## config.mk

```make
export PLATFORM = sky130hd
export DESIGN_NAME = pit_host_if
export DESIGN_NICKNAME = d
export VERILOG_FILES = /design/src/rtl/pit_bus_pkg.sv /design/src/rtl/pit_cmd_decode.sv /design/src/rtl/pit_chan_regs.sv /design/src/rtl/pit_host_if.sv
export SDC_FILE = /design/constraint.sdc
export NUM_CORES = 1
export LEC_CHECK = 0
export BUFFER_PORTS_ARGS = -buffer_cell sky130_fd_sc_hd__buf_2
export CAP_MARGIN = 0
export CORE_MARGIN = 2
export CORE_UTILIZATION = 35
export DETAILED_ROUTE_END_ITERATION = 8
export GPL_TIMING_DRIVEN = 0
export PLACE_DENSITY = 0.6
export SETUP_SLACK_MARGIN = 0.2
export SLEW_MARGIN = 20
export SYNTH_ARGS = -nofsm -noshare
export SYNTH_HDL_FRONTEND = slang
export SYNTH_HIERARCHICAL = 1
export SYNTH_SLANG_ARGS = --single-unit
```

## constraint.sdc

```tcl
create_clock -name clk -period 5.9 [get_ports clk]
set_clock_uncertainty 0.2 [all_clocks]
set_input_delay 0.59 -clock clk [delete_from_list [all_inputs] [get_ports clk]]
set_output_delay 0.59 -clock clk [all_outputs]
set_load 0.01 [all_outputs]
```

## src/rtl/pit_bus_pkg.sv

```systemverilog
package pit_bus_pkg;

   typedef enum logic [1:0] {
      FMT_LATCH = 2'b00,
      FMT_LO    = 2'b01,
      FMT_HI    = 2'b10,
      FMT_BOTH  = 2'b11
   } fmt_e;

   // field order equals the low six bits of both the control word and status byte
   typedef struct packed {
      fmt_e       fmt;
      logic [2:0] mode;
      logic       bcd;
   } chcfg_t;

   localparam logic [1:0] SEL_READBACK = 2'b11;
   localparam logic [1:0] ADDR_CTRL    = 2'b11;
   localparam int         RB_CNT_BIT   = 5;
   localparam int         RB_ST_BIT    = 4;
   localparam int         RB_CH_LSB    = 1;

endpackage

```

## src/rtl/pit_cmd_decode.sv

```systemverilog
module pit_cmd_decode
   import pit_bus_pkg::*;
#(
   parameter int NCH = 3,
   parameter int DW  = 8
) (
   input  logic           bus_sel,
   input  logic           bus_rd,
   input  logic           bus_wr,
   input  logic [1:0]     bus_addr,
   input  logic [DW-1:0]  bus_wdata,
   output logic [NCH-1:0] cw_load,
   output logic [NCH-1:0] cnt_latch,
   output logic [NCH-1:0] st_latch,
   output logic [NCH-1:0] data_wr,
   output logic [NCH-1:0] data_rd
);

   logic       wr_cyc;
   logic       rd_cyc;
   logic       ctl_cyc;
   logic [1:0] tgt;
   logic [1:0] fmt_f;
   logic       is_rb;

   assign wr_cyc  = bus_sel & bus_wr;
   assign rd_cyc  = bus_sel & bus_rd;
   assign ctl_cyc = wr_cyc & (bus_addr == ADDR_CTRL);
   assign tgt     = bus_wdata[7:6];
   assign fmt_f   = bus_wdata[5:4];
   assign is_rb   = ctl_cyc & (tgt == SEL_READBACK);

   for (genvar i = 0; i < NCH; i++) begin : g_ch
      logic direct;
      logic rb_pick;
      assign direct       = ctl_cyc & (tgt == 2'(i));
      assign rb_pick      = is_rb & bus_wdata[RB_CH_LSB + i];
      assign data_wr[i]   = wr_cyc & (bus_addr == 2'(i));
      assign data_rd[i]   = rd_cyc & (bus_addr == 2'(i));
      assign cw_load[i]   = direct & (fmt_f != FMT_LATCH);
      assign cnt_latch[i] = (direct & (fmt_f == FMT_LATCH)) |
                            (rb_pick & ~bus_wdata[RB_CNT_BIT]);
      assign st_latch[i]  = rb_pick & ~bus_wdata[RB_ST_BIT];
   end

endmodule

```

## src/rtl/pit_chan_regs.sv

```systemverilog
module pit_chan_regs
   import pit_bus_pkg::*;
#(
   parameter int DW = 8,
   parameter int CW = 16
) (
   input  logic          clk,
   input  logic          rst_n,
   input  logic          cw_load,
   input  logic          cnt_latch,
   input  logic          st_latch,
   input  logic          data_wr,
   input  logic          data_rd,
   input  logic [DW-1:0] wdata,
   input  logic [CW-1:0] live,
   input  logic          out_lvl,
   input  logic          null_cnt,
   output logic [DW-1:0] rdata,
   output logic [2:0]    cfg_mode,
   output logic          cfg_bcd,
   output logic [CW-1:0] count_q,
   output logic          load_pulse,
   output logic          arm_pulse
);

   localparam int HW = CW - DW;

   chcfg_t        cfg;
   logic          wtog;
   logic          rtog;
   logic [DW-1:0] lo_hold;
   logic          clv;
   logic [CW-1:0] cl;
   logic          slv;
   logic [DW-1:0] sl;
   logic [CW-1:0] src;
   logic [DW-1:0] cnt_byte;

   always_ff @(posedge clk or negedge rst_n) begin
      if (!rst_n) begin
         cfg        <= '{fmt: FMT_BOTH, mode: 3'd0, bcd: 1'b0};
         wtog       <= 1'b0;
         rtog       <= 1'b0;
         lo_hold    <= '0;
         count_q    <= '0;
         load_pulse <= 1'b0;
         arm_pulse  <= 1'b0;
         clv        <= 1'b0;
         cl         <= '0;
         slv        <= 1'b0;
         sl         <= '0;
      end else begin
         load_pulse <= 1'b0;
         arm_pulse  <= 1'b0;
         if (cw_load) begin
            cfg       <= chcfg_t'(wdata[5:0]);
            wtog      <= 1'b0;
            rtog      <= 1'b0;
            clv       <= 1'b0;
            slv       <= 1'b0;
            arm_pulse <= 1'b1;
         end else begin
            if (cnt_latch && !clv) begin
               cl  <= live;
               clv <= 1'b1;
            end
            if (st_latch && !slv) begin
               sl  <= DW'({out_lvl, null_cnt, cfg});
               slv <= 1'b1;
            end
            if (data_wr) begin
               unique case (cfg.fmt)
                  FMT_LO: begin
                     count_q    <= {{HW{1'b0}}, wdata};
                     load_pulse <= 1'b1;
                  end
                  FMT_HI: begin
                     count_q    <= {wdata, {DW{1'b0}}};
                     load_pulse <= 1'b1;
                  end
                  default: begin
                     if (!wtog) begin
                        lo_hold <= wdata;
                        wtog    <= 1'b1;
                     end else begin
                        count_q    <= {wdata, lo_hold};
                        wtog       <= 1'b0;
                        load_pulse <= 1'b1;
                     end
                  end
               endcase
            end
            if (data_rd) begin
               if (slv) begin
                  slv <= 1'b0;
               end else if (cfg.fmt == FMT_BOTH) begin
                  rtog <= ~rtog;
                  if (rtog) clv <= 1'b0;
               end else begin
                  clv <= 1'b0;
               end
            end
         end
      end
   end

   always_comb begin
      src = clv ? cl : live;
      unique case (cfg.fmt)
         FMT_LO:  cnt_byte = src[DW-1:0];
         FMT_HI:  cnt_byte = src[CW-1:DW];
         default: cnt_byte = rtog ? src[CW-1:DW] : src[DW-1:0];
      endcase
      rdata = slv ? sl : cnt_byte;
   end

   assign cfg_mode = cfg.mode;
   assign cfg_bcd  = cfg.bcd;

   a_r4_load_follows_write: assert property (@(posedge clk) disable iff (!rst_n)
      load_pulse |-> $past(data_wr));

   a_r3_arm_follows_cw: assert property (@(posedge clk) disable iff (!rst_n)
      arm_pulse |-> $past(cw_load));

   a_r6_latch_frozen: assert property (@(posedge clk) disable iff (!rst_n)
      (clv && !cw_load && !data_rd) |=> (clv && $stable(cl)));

   a_r7_status_kept: assert property (@(posedge clk) disable iff (!rst_n)
      (slv && st_latch && !cw_load && !data_rd) |=> (slv && $stable(sl)));

   a_r9_status_read_first: assert property (@(posedge clk) disable iff (!rst_n)
      (slv && data_rd && !cw_load && !cnt_latch) |=> ($stable(clv) && $stable(rtog) && !slv));

   a_r10_cw_clears: assert property (@(posedge clk) disable iff (!rst_n)
      cw_load |=> (!clv && !slv && !wtog && !rtog));

endmodule

```

## src/rtl/pit_host_if.sv

```systemverilog
module pit_host_if
   import pit_bus_pkg::*;
#(
   parameter int NCH = 3,
   parameter int DW  = 8,
   parameter int CW  = 16
) (
   input  logic              clk,
   input  logic              rst_n,
   input  logic              bus_sel,
   input  logic              bus_rd,
   input  logic              bus_wr,
   input  logic [1:0]        bus_addr,
   input  logic [DW-1:0]     bus_wdata,
   output logic [DW-1:0]     bus_rdata,
   output logic [NCH*3-1:0]  ch_mode,
   output logic [NCH-1:0]    ch_bcd,
   output logic [NCH*CW-1:0] ch_count,
   output logic [NCH-1:0]    ch_load,
   output logic [NCH-1:0]    ch_arm,
   input  logic [NCH*CW-1:0] ch_live,
   input  logic [NCH-1:0]    ch_out,
   input  logic [NCH-1:0]    ch_null
);

   if (NCH < 1 || NCH > 3) begin : g_bad_nch
      $error("pit_host_if: NCH must be 1 to 3 (address 3 is the control port)");
   end
   if (DW != 8) begin : g_bad_dw
      $error("pit_host_if: control and status bytes need DW == 8");
   end
   if (CW != 2 * DW) begin : g_bad_cw
      $error("pit_host_if: count must be exactly two bus bytes");
   end

   logic [NCH-1:0] cw_load;
   logic [NCH-1:0] cnt_latch;
   logic [NCH-1:0] st_latch;
   logic [NCH-1:0] data_wr;
   logic [NCH-1:0] data_rd;
   logic [DW-1:0]  ch_rd [NCH];

   pit_cmd_decode #(.NCH(NCH), .DW(DW)) u_dec (
      .bus_sel   (bus_sel),
      .bus_rd    (bus_rd),
      .bus_wr    (bus_wr),
      .bus_addr  (bus_addr),
      .bus_wdata (bus_wdata),
      .cw_load   (cw_load),
      .cnt_latch (cnt_latch),
      .st_latch  (st_latch),
      .data_wr   (data_wr),
      .data_rd   (data_rd)
   );

   for (genvar i = 0; i < NCH; i++) begin : g_chan
      pit_chan_regs #(.DW(DW), .CW(CW)) u_regs (
         .clk        (clk),
         .rst_n      (rst_n),
         .cw_load    (cw_load[i]),
         .cnt_latch  (cnt_latch[i]),
         .st_latch   (st_latch[i]),
         .data_wr    (data_wr[i]),
         .data_rd    (data_rd[i]),
         .wdata      (bus_wdata),
         .live       (ch_live[i*CW +: CW]),
         .out_lvl    (ch_out[i]),
         .null_cnt   (ch_null[i]),
         .rdata      (ch_rd[i]),
         .cfg_mode   (ch_mode[i*3 +: 3]),
         .cfg_bcd    (ch_bcd[i]),
         .count_q    (ch_count[i*CW +: CW]),
         .load_pulse (ch_load[i]),
         .arm_pulse  (ch_arm[i])
      );
   end

   always_comb begin
      bus_rdata = '0;
      for (int i = 0; i < NCH; i++) begin
         if (bus_sel && bus_rd && bus_addr == 2'(i)) bus_rdata = ch_rd[i];
      end
   end

   a_r2_idle_bus_quiet: assert property (@(posedge clk) disable iff (!rst_n)
      !(bus_sel && bus_rd) |-> (bus_rdata == '0));

   a_r2_no_strobe_no_arm: assert property (@(posedge clk) disable iff (!rst_n)
      !$past(bus_sel && bus_wr) |-> (ch_arm == '0 && ch_load == '0));

endmodule

```

==> impl_summary.txt <==
----------------------------------------------------
[Status]
  Outcome ... complete, no violations

[Min path]
  Cell depth of the worst hold path ... 2
  Min-delay worst type ... primary input to flip-flop

[Clock network]
  Worst-path clk slew ... 70 ps
  Root Buffer ... sky130_fd_sc_hd__clkbuf_16
  Total clock sinks ... between 150 and 200
  Setup fix buffers added after clock tree synthesis ... 0
  Num CTS Buffers ... 17
  Clock network latency to the later pin of the worst-skew pair ... 420 ps
  Number of H-tree levels ... 4
  Post-CTS sizing ... 0
  Number of hold-repair buffers added at the cts stage ... 1
  Maximum clock insertion buffer count ... 2
  CTS tree ... yes

[Power]
  Overall power ... 4.40 mW
  Power density normalized to cell area ... 405 nW/um^2
  Leakage dissipation ... 5.07 nW
  Worst VDD drop ... 0.170 mV

[Floorplan]
  Die boundary height ... 165 um
  Io pins ... ~140
  Number of placement rows ... 58
  CORE AREA ... 25300 um^2
  Width of the die ... 165 um
  Effective utilization at floorplan ... 35.8%
  Die ar. ... approximately 27000 um^2

[Timing]
  Hold WS ... just over 200 ps
  Final WS setup ... 2060 ps
  Time the worst path needs with I/O delays and setup ... 3840 ps
  Setup TNS after final layout ... 0 ps
  Period utilisation layout ... 65.0%
  Rel. slew slack ... 53.2%
  Final hold violation count ... 0
  RSZ-0062 raised after global routing ... false
  Final setup violation count ... 0
  Count of pins over their slew limit ... 0
  Actual slew at the worst max-slew pin ... 698 ps
  Fmax achieved ... approximately 260 MHz

[Synth]
  Share of flip-flops with an asynchronous set or reset after synthesis ... 100%
  Fraction of post-synthesis cell area in the top cell type by area ... 48.0%
  Portion of the post-synthesis area used by sequential elements ... 49.7%
  Most used flip-flop cell after synthesis ... sky130_fd_sc_hd__dfrtp_1
  Synthesized area divided by synthesized cell count ... between 10 and 15 um^2
  Total of flip-flops plus latches after synthesis ... 180
  Net Count, Synth ... roughly 800
  Count of synthesis-stage warnings from yosys ... 6
  Library cell with the largest summed area after synthesis ... sky130_fd_sc_hd__dfrtp_1
  Count of flip-flops with a built-in enable after synthesis ... 0
  Unique masters post-synth ... 47
  Instance count of the mapped netlist ... 745
  Top cells by area, synth ... sky130_fd_sc_hd__dfrtp_1 (48%), sky130_fd_sc_hd__mux2_2 (20%), sky130_fd_sc_hd__mux2i_1 (4.4%), sky130_fd_sc_hd__nand2_1 (2.7%), sky130_fd_sc_hd__o21ai_0 (2.6%)
  Post-synthesis instance area ... 9070 um^2

[Critical path]
  Nature of the critical path endpoint ... output port
  Biggest fanout along the worst timing path ... 10
  WP depth ... 9
  Worst-path cell chain ... inv_1 > ha_1 > buf_2 > nor2b_1 > o21ai_0 > a31oi_1 > mux2i_1 > o2bb2ai_1 > buf_2
  Worst path buffer plus inverter count ... 3
  Worst-path cell with the longest stage delay ... sky130_fd_sc_hd__dfstp_2
  Depth of the worst register-to-register path ... 5
  Crit path arrival time ... 3050 ps
  Startpoint-to-endpoint class of the critical path ... flip-flop to output port
  Worst path top cell family by delay ... compound AO/OA/AOI/OAI gates
  Cell repeated most along the worst path ... sky130_fd_sc_hd__buf_2
  Slowest cell delay on critical path ... a little under 600 ps
  Required time worst endpoint ... ~5100 ps
  Kind of start point of the critical path ... flip-flop

[Layout]
  Filler-free cell count of the finished design ... 1253
  Utilization after layout ... 42.9%
  Most common cell after layout, fill and taps aside ... sky130_fd_sc_hd__dfrtp_1
  Final standard cell area without fillers ... about 11000 um^2
  Layout overhead on the synthesized area ... 19.8%
  Net count reported at finish ... 987
  Commonest non-fill, non-tap cells in the layout ... sky130_fd_sc_hd__dfrtp_1 (174), sky130_fd_sc_hd__mux2_2 (162), sky130_fd_sc_hd__buf_2 (147)
  Layout cells sized above 1 ... 43.6%

[Placement]
  Cell area reported after detailed placement ... 10300 um^2
  # placed instances ... about 1200
  Count of input and output buffers ... 142
  RePlAce Congestion ... 0.777
  DPL Wire Length ... ~16000 um
  Worst slack at placement ... 2480 ps

[GRT]
  All-layer global routing usage ... between 15 and 20%
  Global-route wire length before repair ... 36400 um
  Via count of the first global-routing pass ... ~6500
  Remaining global-route overflow ... 0
  Antenna violations before repair ... 3
  Pin count of the biggest net entering global routing ... 77

[Run]
  Max cap viols ... 0

[Detailed routing]
  Detailed Routing Iterations Pass 1 ... 4
  Routed WL ... ~23000 um
  Drt via density ... 5.07
  Post-route DRC violation count ... 0
  Via count ... 6347
  Wire length per cell after detailed routing ... 18.5 um
  Antenna-violating nets left ... 0
  Iteration-0 DRC count of the detailed router ... 421

----------------------------------------------------
==> state kept, by name, indices dropped and copies added (netlist names) <==
name	flops
g_chan.u_regs/cfg_bcd	3
g_chan.u_regs/cfg	6
g_chan.u_regs/slv	3
g_chan.u_regs/clv	3
g_chan.u_regs/sl	24
g_chan.u_regs/cl	48
g_chan.u_regs/lo_hold	24
g_chan.u_regs/arm_pulse	3
g_chan.u_regs/load_pulse	3
g_chan.u_regs/cfg_mode	9
g_chan.u_regs/wtog	3
g_chan.u_regs/rtog	3
g_chan.u_regs/count_q	48
==> logic make-up (layout without fill, tap and decap cells) <==
logic type               Yosys count  in the layout  share of synthesized area, %
flip-flops                       180            180                          49.7
adder cells (fa/ha/maj)            9              9                          1.24
AO/OA/AOI/OAI                    130            130                          9.94
other                              0              1                             0
multiplexers                     207            207                          25.2
buffers and inverters             64            241                          4.14
XOR/XNOR                           6              6                         0.579
AND/OR/NAND/NOR                  149            149                          9.20
==> Yosys cell counts, types with 4 or more instances <==
cell type,instances
sky130_fd_sc_hd__dfrtp_1,174
sky130_fd_sc_hd__nor3b_4,6
sky130_fd_sc_hd__buf_2,6
sky130_fd_sc_hd__nand3b_1,7
sky130_fd_sc_hd__inv_1,10
sky130_fd_sc_hd__nand2_1,66
sky130_fd_sc_hd__mux2i_1,40
sky130_fd_sc_hd__o31ai_1,24
sky130_fd_sc_hd__dfstp_2,6
sky130_fd_sc_hd__nor3_1,5
sky130_fd_sc_hd__a22o_1,14
sky130_fd_sc_hd__clkbuf_1,17
sky130_fd_sc_hd__mux2_2,162
sky130_fd_sc_hd__buf_4,16
sky130_fd_sc_hd__buf_6,9
sky130_fd_sc_hd__ha_1,9
sky130_fd_sc_hd__o2bb2ai_1,8
sky130_fd_sc_hd__a31oi_1,8
sky130_fd_sc_hd__nor2b_1,7
sky130_fd_sc_hd__o32ai_1,16
sky130_fd_sc_hd__nor2_1,26
sky130_fd_sc_hd__o21ai_0,48
sky130_fd_sc_hd__a21oi_1,6
sky130_fd_sc_hd__nand2b_1,4
==> worst paths after layout <==
check / start / to / slack, ps
min reg2reg: g_chan[0].u_regs/cl[12]$_DFFE_PN0P_ / g_chan[0].u_regs/cl[12]$_DFFE_PN0P_ / 290
min in group asynchronous: rst_n / g_chan[1].u_regs/cl[4]$_DFFE_PN0P_ / 430
max reg2reg: g_chan[0].u_regs/cfg[4]$_DFFE_PN1P_ / g_chan[0].u_regs/count_q[4]$_DFFE_PN0P_ / 3460
min: ch_out[1] / g_chan[1].u_regs/sl[7]$_DFFE_PN0P_ / 200
max in group asynchronous: rst_n / g_chan[0].u_regs/cfg[4]$_DFFE_PN1P_ / 3970
max: g_chan[0].u_regs/cfg[4]$_DFFE_PN1P_ / bus_rdata[4] / 2060
==> worst register-to-register path: stages (launching register included) <==
cell and delay (ps):
sky130_fd_sc_hd__dfstp_2 580, sky130_fd_sc_hd__ha_1 150, sky130_fd_sc_hd__clkbuf_1 400, sky130_fd_sc_hd__nor3_2 190
sky130_fd_sc_hd__nor2_2 410, sky130_fd_sc_hd__mux2_2 400
==> layer usage <==
metal  up-vias  share of wire [%]  global-route usage [%]
met5         -               0.12                       0
met4         4               0.97                    3.75
met3        20                3.8                    3.37
met2       113                 47                    28.6
met1      3188                 48                    24.1
li1       3022                  -                       -
==> power breakdown <==
part           total, mW  internal [mW]  switching [mW]  leakage [nW]
clock               1.16          0.660           0.495         0.282
sequential          1.79           1.59           0.200          2.36
combinational       1.46          0.679           0.781          2.43
==> cell type report <==
cell class | count | area (um^2)
antenna | 1 | 2.50
buffer | 51 | 327
clock buffer | 21 | 470
clock inverter | 11 | 126
fill | 2415 | 14500
inverter | 13 | 48.8
multi-input combinational | 501 | 4190
sequential | 180 | 4510
tap | 330 | 413
timing repair buffer | 145 | 786
Note: power is estimated with default switching activity, not from simulation.
